`config.mk`:
```
export PLATFORM = sky130hd
export DESIGN_NAME = sd_cmd_engine
export DESIGN_NICKNAME = d
export VERILOG_FILES = /design/src/rtl/sd_cmd_pkg.sv /design/src/rtl/sd_cmd_tx.sv /design/src/rtl/sd_cmd_rx.sv /design/src/rtl/sd_cmd_engine.sv
export SDC_FILE = /design/constraint.sdc
export NUM_CORES = 1
export LEC_CHECK = 0
export ABC_CLOCK_PERIOD_IN_PS = 2900
export BUFFER_PORTS_ARGS = -buffer_cell sky130_fd_sc_hd__buf_2
export CELL_PAD_IN_SITES_DETAIL_PLACEMENT = 1
export CELL_PAD_IN_SITES_GLOBAL_PLACEMENT = 1
export CORE_MARGIN = 2
export CORE_UTILIZATION = 41
export DETAILED_ROUTE_END_ITERATION = 8
export GPL_TIMING_DRIVEN = 0
export MAX_ROUTING_LAYER = met4
export PLACE_DENSITY = 0.85
export SLEW_MARGIN = 15
export SYNTH_ARGS = -nofsm -noshare
export SYNTH_HDL_FRONTEND = slang
export SYNTH_HIERARCHICAL = 1
export SYNTH_SLANG_ARGS = --single-unit
```
`constraint.sdc`:
```
create_clock -name clk -period 2.9 [get_ports clk]
set_input_delay 0.58 -clock clk [delete_from_list [all_inputs] [get_ports clk]]
set_output_delay 0.58 -clock clk [all_outputs]
set_load 0.02 [all_outputs]
```
`src/rtl/sd_cmd_pkg.sv`:
```
package sd_cmd_pkg;

  localparam int FRAME_BITS = 48;
  localparam int SHORT_BITS = 48;
  localparam int LONG_BITS  = 136;

  typedef enum logic [1:0] {
    ST_IDLE,
    ST_TX,
    ST_RESP,
    ST_PAD
  } eng_state_t;

  // One serial step of CRC7, polynomial x^7 + x^3 + 1
  function automatic logic [6:0] crc7_next(input logic [6:0] c, input logic b);
    logic fb;
    fb = b ^ c[6];
    return {c[5:3], c[2] ^ fb, c[1:0], fb};
  endfunction

  // Full command frame: start, direction, index, argument, CRC7, end
  function automatic logic [FRAME_BITS-1:0] build_frame(input logic [5:0] idx,
                                                        input logic [31:0] arg);
    logic [39:0] head;
    logic [6:0]  c;
    head = {2'b01, idx, arg};
    c    = '0;
    for (int i = 39; i >= 0; i--) c = crc7_next(c, head[i]);
    return {head, c, 1'b1};
  endfunction

endpackage

```
`src/rtl/sd_cmd_tx.sv`:
```
module sd_cmd_tx
  import sd_cmd_pkg::*;
(
  input  logic        clk,
  input  logic        rst_n,
  input  logic        start,
  input  logic [5:0]  idx,
  input  logic [31:0] arg,
  output logic        line_out,
  output logic        line_oe,
  output logic        done
);
  localparam int CNT_W = $clog2(FRAME_BITS);

  logic [FRAME_BITS-1:0] frame;
  logic [CNT_W-1:0]      cnt;
  logic                  active;

  always_ff @(posedge clk or negedge rst_n) begin
    if (!rst_n) begin
      frame  <= '0;
      cnt    <= '0;
      active <= 1'b0;
    end else if (start) begin
      frame  <= build_frame(idx, arg);
      cnt    <= CNT_W'(FRAME_BITS - 1);
      active <= 1'b1;
    end else if (active) begin
      if (cnt == '0) active <= 1'b0;
      else           cnt    <= cnt - 1'b1;
    end
  end

  assign line_oe  = active;
  assign line_out = active ? frame[cnt] : 1'b1;
  assign done     = active && (cnt == '0);

endmodule

```
`src/rtl/sd_cmd_rx.sv`:
```
module sd_cmd_rx
  import sd_cmd_pkg::*;
#(
  parameter int TIMEOUT_CLKS = 64
) (
  input  logic         clk,
  input  logic         rst_n,
  input  logic         start,
  input  logic         long_i,
  input  logic         line_in,
  output logic         done,
  output logic         timed_out,
  output logic         crc_bad,
  output logic         end_bad,
  output logic [127:0] full
);
  localparam int WAIT_W = $clog2(TIMEOUT_CLKS);
  localparam int POS_W  = $clog2(LONG_BITS);

  logic              waiting, receiving, is_long;
  logic [WAIT_W-1:0] wcnt;
  logic [POS_W-1:0]  pos;
  logic [6:0]        crc;
  logic [126:0]      sh;
  logic              in_crc_span;

  assign in_crc_span = (pos >= POS_W'(8)) && (pos <= POS_W'(127));

  always_ff @(posedge clk or negedge rst_n) begin
    if (!rst_n) begin
      waiting   <= 1'b0;
      receiving <= 1'b0;
      is_long   <= 1'b0;
      wcnt      <= '0;
      pos       <= '0;
      crc       <= '0;
      sh        <= '0;
    end else if (start) begin
      waiting <= 1'b1;
      is_long <= long_i;
      wcnt    <= '0;
      sh      <= '0;
    end else if (waiting) begin
      if (!line_in) begin
        waiting   <= 1'b0;
        receiving <= 1'b1;
        pos       <= is_long ? POS_W'(LONG_BITS - 2) : POS_W'(SHORT_BITS - 2);
        // long responses leave the start bit out of the CRC span
        crc       <= is_long ? 7'd0 : crc7_next(7'd0, 1'b0);
      end else if (wcnt == WAIT_W'(TIMEOUT_CLKS - 1)) begin
        waiting <= 1'b0;
      end else begin
        wcnt <= wcnt + 1'b1;
      end
    end else if (receiving) begin
      sh <= {sh[125:0], line_in};
      if (in_crc_span) crc <= crc7_next(crc, line_in);
      if (pos == '0) receiving <= 1'b0;
      else           pos       <= pos - 1'b1;
    end
  end

  assign full      = {sh, line_in};
  assign timed_out = waiting && line_in && (wcnt == WAIT_W'(TIMEOUT_CLKS - 1));
  assign done      = (receiving && (pos == '0)) || timed_out;
  assign crc_bad   = full[7:1] != crc;
  assign end_bad   = !line_in;

endmodule

```
`src/rtl/sd_cmd_engine.sv`:
```
module sd_cmd_engine
  import sd_cmd_pkg::*;
#(
  parameter int TIMEOUT_CLKS = 64,
  parameter int PAD_CLKS     = 8
) (
  input  logic        clk,
  input  logic        rst_n,
  input  logic [5:0]  cmd_index,
  input  logic [31:0] cmd_arg,
  input  logic        resp_expect,
  input  logic        resp_long,
  input  logic        crc_ignore,
  input  logic        append8,
  input  logic        run,
  output logic        card_clk_en,
  output logic        cmd_out,
  output logic        cmd_oe,
  input  logic        cmd_in,
  output logic [31:0] resp_word0,
  output logic [31:0] resp_word1,
  output logic [31:0] resp_word2,
  output logic [31:0] resp_word3,
  output logic        cmd_busy,
  output logic        crc_err,
  output logic        end_err,
  output logic        timeout_err
);
  localparam int PAD_W = $clog2(PAD_CLKS + 1);

  eng_state_t       state;
  logic             want_resp, want_long, skip_crc, want_pad;
  logic [PAD_W-1:0] pad_cnt;

  logic         tx_done, rx_done, rx_timed_out, rx_crc_bad, rx_end_bad;
  logic [127:0] rx_full;

  // named events for the checker
  logic ev_accept, ev_rx_done, ev_xfer_end, pad_sel, skip_sel;

  assign ev_accept   = run && (state == ST_IDLE);
  assign ev_rx_done  = (state == ST_RESP) && rx_done;
  assign ev_xfer_end = ((state == ST_TX) && tx_done && !want_resp) || ev_rx_done;
  assign pad_sel     = want_pad;
  assign skip_sel    = skip_crc;

  sd_cmd_tx u_tx (
    .clk      (clk),
    .rst_n    (rst_n),
    .start    (ev_accept),
    .idx      (cmd_index),
    .arg      (cmd_arg),
    .line_out (cmd_out),
    .line_oe  (cmd_oe),
    .done     (tx_done)
  );

  sd_cmd_rx #(.TIMEOUT_CLKS(TIMEOUT_CLKS)) u_rx (
    .clk       (clk),
    .rst_n     (rst_n),
    .start     ((state == ST_TX) && tx_done && want_resp),
    .long_i    (want_long),
    .line_in   (cmd_in),
    .done      (rx_done),
    .timed_out (rx_timed_out),
    .crc_bad   (rx_crc_bad),
    .end_bad   (rx_end_bad),
    .full      (rx_full)
  );

  always_ff @(posedge clk or negedge rst_n) begin
    if (!rst_n) begin
      state     <= ST_IDLE;
      pad_cnt   <= '0;
      want_resp <= 1'b0;
      want_long <= 1'b0;
      skip_crc  <= 1'b0;
      want_pad  <= 1'b0;
    end else begin
      case (state)
        ST_IDLE: if (ev_accept) begin
          state     <= ST_TX;
          want_resp <= resp_expect;
          want_long <= resp_long;
          skip_crc  <= crc_ignore;
          want_pad  <= append8;
        end
        ST_TX: if (tx_done) begin
          if (want_resp)     state <= ST_RESP;
          else if (want_pad) state <= ST_PAD;
          else               state <= ST_IDLE;
        end
        ST_RESP: if (rx_done) state <= want_pad ? ST_PAD : ST_IDLE;
        ST_PAD: begin
          if (pad_cnt == PAD_W'(PAD_CLKS - 1)) begin
            state   <= ST_IDLE;
            pad_cnt <= '0;
          end else begin
            pad_cnt <= pad_cnt + 1'b1;
          end
        end
        default: state <= ST_IDLE;
      endcase
    end
  end

  always_ff @(posedge clk or negedge rst_n) begin
    if (!rst_n) begin
      crc_err     <= 1'b0;
      end_err     <= 1'b0;
      timeout_err <= 1'b0;
      resp_word0  <= '0;
      resp_word1  <= '0;
      resp_word2  <= '0;
      resp_word3  <= '0;
    end else if (ev_accept) begin
      crc_err     <= 1'b0;
      end_err     <= 1'b0;
      timeout_err <= 1'b0;
    end else if (ev_rx_done) begin
      timeout_err <= rx_timed_out;
      crc_err     <= !rx_timed_out && !skip_crc && rx_crc_bad;
      end_err     <= !rx_timed_out && rx_end_bad;
      if (!rx_timed_out) begin
        if (want_long) begin
          resp_word0 <= rx_full[31:0];
          resp_word1 <= rx_full[63:32];
          resp_word2 <= rx_full[95:64];
          resp_word3 <= rx_full[127:96];
        end else begin
          resp_word0 <= rx_full[39:8];
          resp_word1 <= '0;
          resp_word2 <= '0;
          resp_word3 <= '0;
        end
      end
    end
  end

  assign cmd_busy    = (state != ST_IDLE);
  assign card_clk_en = (state != ST_IDLE);

endmodule

```
* After elaboration in Yosys (flattened, before gate mapping)
Index checks and enable logic that the tools add are counted.
** Operators by class
- Div/mod/pow operators :: 0
- Multiply operators :: 0
- Mux-type cells :: 51
- $add $sub $neg :: 4
- Magnitude comparators :: 3
- Bitwise gates (word level) :: 76
- Shift-type cells :: 0
- Equal/unequal tests :: 15
- Reduce and logical (&&, ||, !) cells :: 36
** Operators by type and width (count)
- $mux 127 :: 3
- $mux 32 :: 4
- $xor 1x1->1 :: 71
- $mux 6 :: 7
- $mux 8 :: 5
- $mux 7 :: 4
- $mux 1 :: 19
- $reduce_bool 2->1 :: 8
- $logic_and 1x1->1 :: 12
- $mux 2 :: 6
- $ne 2x2->1 const B :: 6
- $reduce_and 4->1 :: 3
- $ge 8x4->1 const B :: 1
- $le 8x7->1 const B :: 1
- $logic_not 8->1 :: 1
- $pmux 2 s4 :: 1
- $reduce_and 2->1 :: 4
- $sub 8x1->8 const B :: 1
- $lt 6x7->1 const B :: 1
- $ne 7x7->1 :: 1
- $add 6x1->6 const B :: 1
- $bmux 1 s6 :: 1
- $eq 6x6->1 const B :: 1
- $logic_not 6->1 :: 1
- other kinds (12) :: 22
** Word-level totals
- Input bits :: 46
- RAM bits :: 0
- Latch bits :: 0
- Register bits after elaboration :: 346
- Output and inout port bits :: 135
- Logic and storage cells :: 208
- Bits in read-only memories :: 0
- Memories kept :: 0

* Longest topological paths before layout
- Word-level depth :: 18
- Gate-level depth with buffers :: 14
- Depth with buffers taken out :: 10

* By module
Netlist, hierarchy kept.
** Modules (own cells, without submodules)
- sd_cmd_rx :: instances 1, area an instance 6288.5 um^2, cells an instance 684, sequential area each 3778.6 um^2
- sd_cmd_engine :: instances 1, area an instance 5973.2 um^2, cells an instance 612, sequential area each 3528.4 um^2
- sd_cmd_tx :: instances 1, area an instance 3270.6 um^2, cells an instance 236, sequential area each 1326.3 um^2

* Worst setup path after synthesis
No wires, ideal clock.
- Kind :: reg-to-output
- Start point :: register u_tx.cnt[1]
- End point :: output cmd_out
- Path slack :: -0.002 ns
- Stages on the path, launching flop included :: 7
- Data arrival time :: 2.322 ns
- Data required time :: 2.320 ns
- Path buffers :: 2
- Cells stage by stage :: dfrtp_1 > clkbuf_1 > buf_1 > mux4_2 > mux4_2 > a31oi_1 > o311ai_0
** On the way
- Word-level cells in the longest chain between the ends :: 3
** Ends and longest elaborated chain
- from (decl) :: RTL line sd_cmd_tx.sv:16 : logic [CNT_W-1:0] cnt;
- from (signal assigned) :: RTL line sd_cmd_tx.sv:26 : cnt <= CNT_W'(FRAME_BITS - 1);
- from (signal assigned) :: RTL line sd_cmd_tx.sv:30 : else cnt <= cnt - 1'b1;
- $bmux 1 s6 :: RTL line sd_cmd_tx.sv:35 : assign line_out = active ? frame[cnt] : 1'b1;
- $mux 1 (implied by the code) :: RTL line sd_cmd_tx.sv:35
- $mux 1 :: RTL line sd_cmd_tx.sv:35
- to (decl) :: RTL line sd_cmd_engine.sv:17 : output logic cmd_out,
No other way between the ends. The select of a mux whose other input is x is not followed.

* Final worst setup path
Ends and elaborated chain as after synthesis.

==> impl_metrics.yaml <==
run_status:
  status: "finished with violations"
  violations: "setup timing"
cts:
  clock_sinks: 345
  clk_latency_ps: 540
  cts_tree: "built"
  clockRootBuffer: "clkbuf_16"
  cts.path.max_buffers: 3
  cts_max_level: 2
  cts_buffers: 39
  path_clk_slew_ps: 60
synthesis:
  ys_seq_elements: 345
  synth_seq_area_share_pct: 55.6
  ys_types: 67
  dominantRegCellSynth: "dfrtp_1"
  async_flop_share_pct: 100
  syn-num-nets: 1584
  syn_area_sq_um: 15500
  synth_common_cells: "nand2_1 (494), dfrtp_1 (345), a21oi_1 (140), o21ai_0 (78), clkbuf_1 (61)"
  synth.most_common_cell: "nand2_1"
  ys_top_cells_by_area: "dfrtp_1 (56%), nand2_1 (12%), a21oi_1 (4.5%), mux2_2 (3.5%), o21ai_0 (2.5%)"
  synth_edf_count: 0
  ys_warn_count: 6
  yosys.area.top_type_share_pct: 55.6
  yosysTopAreaCell: "dfrtp_1"
  postSynthCellCount: 1532
  avgSynthCellArea_sq_um: 10.1
sta:
  fmax_mhz: 320
  layout_setup_ws_ps: -229
  max_slew_margin_pct: 52.2
  holdWs_ps: 17.8
  skew_ps: 14.1
  layout_min_cycle_time_ps: 3130
  final_hold_viol_count: 0
  finalSetupViolCount: 1
  worstMarginPinSlew_ps: 711
  final_max_slew_viol_count: 0
  period_share_pct: 108
  rsz0062_at_grt: "yes"
pwr:
  switching_power_w: 0.00579
  vdd_ir_drop_max_v: 0.000679
  total_power_w: 0.0168
  pwr-share-clk_pct: 30.5
  p_per_area_nw_per_um2: 906
  seqPwrFrac_pct: 38.8
  p_leak_nw: 8.65
  netSwitchingFraction_pct: 34.4
  pwr-share-comb_pct: 30.7
  p_int_w: 0.0111
setup_path:
  critPathRequiredTime_ps: 2320
  critPathMaxFanout: 3
  criticalPathCategory: "reg -> out"
  arrival_ps: 2550
  end_kind: "output port"
  start_kind: "flip-flop"
place:
  routabilityCongestion: 0.820
  pre_cts_slack_ps: -485
  postPlaceCellArea_sq_um: 17200
  portBuffers: 179
  detailed_place_hpwl_mm: 30.9
layout:
  drive_gt1_share_pct: 22.4
  final_area_sq_um: 18600
  synthToLayoutAreaGrowth_pct: 19.7
  n_antenna_cell: 0
  post-route-util_pct: 49.6
  fin_nets: 1807
floorplanning:
  row_count: 71
  ios: 181
  initial_core_util_pct: 41.4
  core_sq_um: 37500
  die_h_um: 199
  fp.dieArea_sq_um: 39500
  fp.dieW_um: 199
detailed_routing:
  drtIter0Drc: 707
  antenna_left: 0
  wirelength_mm: 43.4
  wl_per_cell_um: 18.9
  dr.pass1.iters: 4
  route.vias.total: 11947
  remaining_drc_errors: 0
  vias_per_cell: 5.21
flow_run:
  cap_violations: 0
global_routing:
  antenna_found_initial: 0
  grt_max_degree: 107
  groute.usage.overall_pct: 23.0
  grt_pass1_vias: 12937
  grt_pass1_wl_mm: 69.4
  overflow: 0
hold_path:
  hp-class: "in -> async"
-- kinds of logic after synthesis --
kind of cell	Yosys count	share of synthesized area [%]
mux	98	7.68
fa+ha+maj	6	0.483
xor+xnor	79	6.48
compound gates	305	10.4
simple gates	580	15.4
flops	345	55.6
buf+inv	119	3.91
-- metal layers --
layer  vias up  GRT usage [%]  share of wire (%)
met1      6074           27.2                 42
met2       246           40.5                 51
li1       5547              -                  -
met5         -              -                  0
met3        80           3.95                4.4
met4         0           6.74                2.6
-- layout by cell type, fill, tap and decap left out, drive strengths merged, types with 5 or more instances in the layout --
| master | Yosys | routed |
|---|---|---|
| nand2 | 494 | 494 |
| dfrtp | 345 | 345 |
| buf | 39 | 225 |
| a21oi | 140 | 140 |
| o21ai | 137 | 137 |
| clkbuf | 66 | 123 |
| mux2 | 49 | 49 |
| xnor2 | 45 | 45 |
| mux2i | 37 | 37 |
| nor2 | 21 | 21 |
| xor2 | 18 | 18 |
| inv | 14 | 17 |
| xnor3 | 13 | 13 |
| mux4 | 12 | 12 |
| nand3 | 10 | 10 |
| nor3 | 9 | 9 |
| nand2b | 9 | 9 |
| a22o | 7 | 7 |
| nor4 | 7 | 7 |
| nor2b | 6 | 6 |
| ha | 6 | 6 |
| or2 | 5 | 5 |
-- final timing paths --
path | from | to | slack, ps | cells after the start
worst min register to register | resp_word1[18] | resp_word1[18] | 480 | 2
max in group asynchronous | rst_n | u_rx/sh[0] | 1940 | 2
worst max-delay path | u_tx/cnt[1] | cmd_out | -230 | 9
worst min-delay path | rst_n | resp_word2[18] | 20 | 1
min in group clk | cmd_arg[5] | u_tx/frame[13] | 300 | 2
worst max register to register | u_rx/waiting | resp_word3[4] | 150 | 11
-- flip-flops by register name (all words and copies together) (netlist names), 2 cells and up --
register / cells
state: 2
u_rx/sh: 127
resp_word3: 32
u_rx/wcnt: 6
u_rx/crc: 7
resp_word2: 32
u_rx/pos: 8
resp_word1: 32
pad_cnt: 4
u_tx/cnt: 6
resp_word0: 32
u_tx/frame: 46
-- per-stage QoR --
step	instances	TNS [ps]
2_1_floorplan	1532	0
3_3_place_gp	2222	-1878640
3_5_place_dp	2225	-99910
4_1_cts	2295	-248
5_1_grt	2295	-423
6_report	2295	-229
-- cell type report --
cell class / count / area [sq um]
sequential: 345 / 8640
clock buffer: 61 / 1190
timing repair buffer: 185 / 1020
buffer: 102 / 571
fill: 4229 / 18900
tap: 511 / 639
clock inverter: 9 / 156
inverter: 14 / 52.6
multi-input combinational: 1068 / 6330
-- power groups by stage --
| stage | Sequential, W | Combinational [W] | Clock [W] |
|---|---|---|---|
| after floorplan | 0.00625 | 0.00382 | 0 |
| after global placement | 0.00649 | 0.00481 | 0 |
| after detailed placement | 0.00656 | 0.00506 | 0 |
| after CTS | 0.00653 | 0.00518 | 0.00524 |
| after global routing | 0.00665 | 0.00571 | 0.00541 |
| final | 0.00654 | 0.00518 | 0.00513 |
-- what timing repair did --
| action | in CTS | in global routing |
|---|---|---|
| gates resized for setup | 18 | 22 |
| setup endpoints to repair | 149 | 117 |
| hold buffers | 0 | 0 |
| setup buffers | 3 | 0 |
| pin swaps | 1 | 3 |
-- critical path: stages, from the launching register on --
cell and delay (ps):
dfrtp_2 400, buf_6 130, mux4_2 520, nand2_1 90, a21oi_1 60, a31oi_1 190, nor3_1 90, a31oi_2 190
o311ai_2 170, buf_4 190
Note: power is estimated with default switching activity, not from simulation.
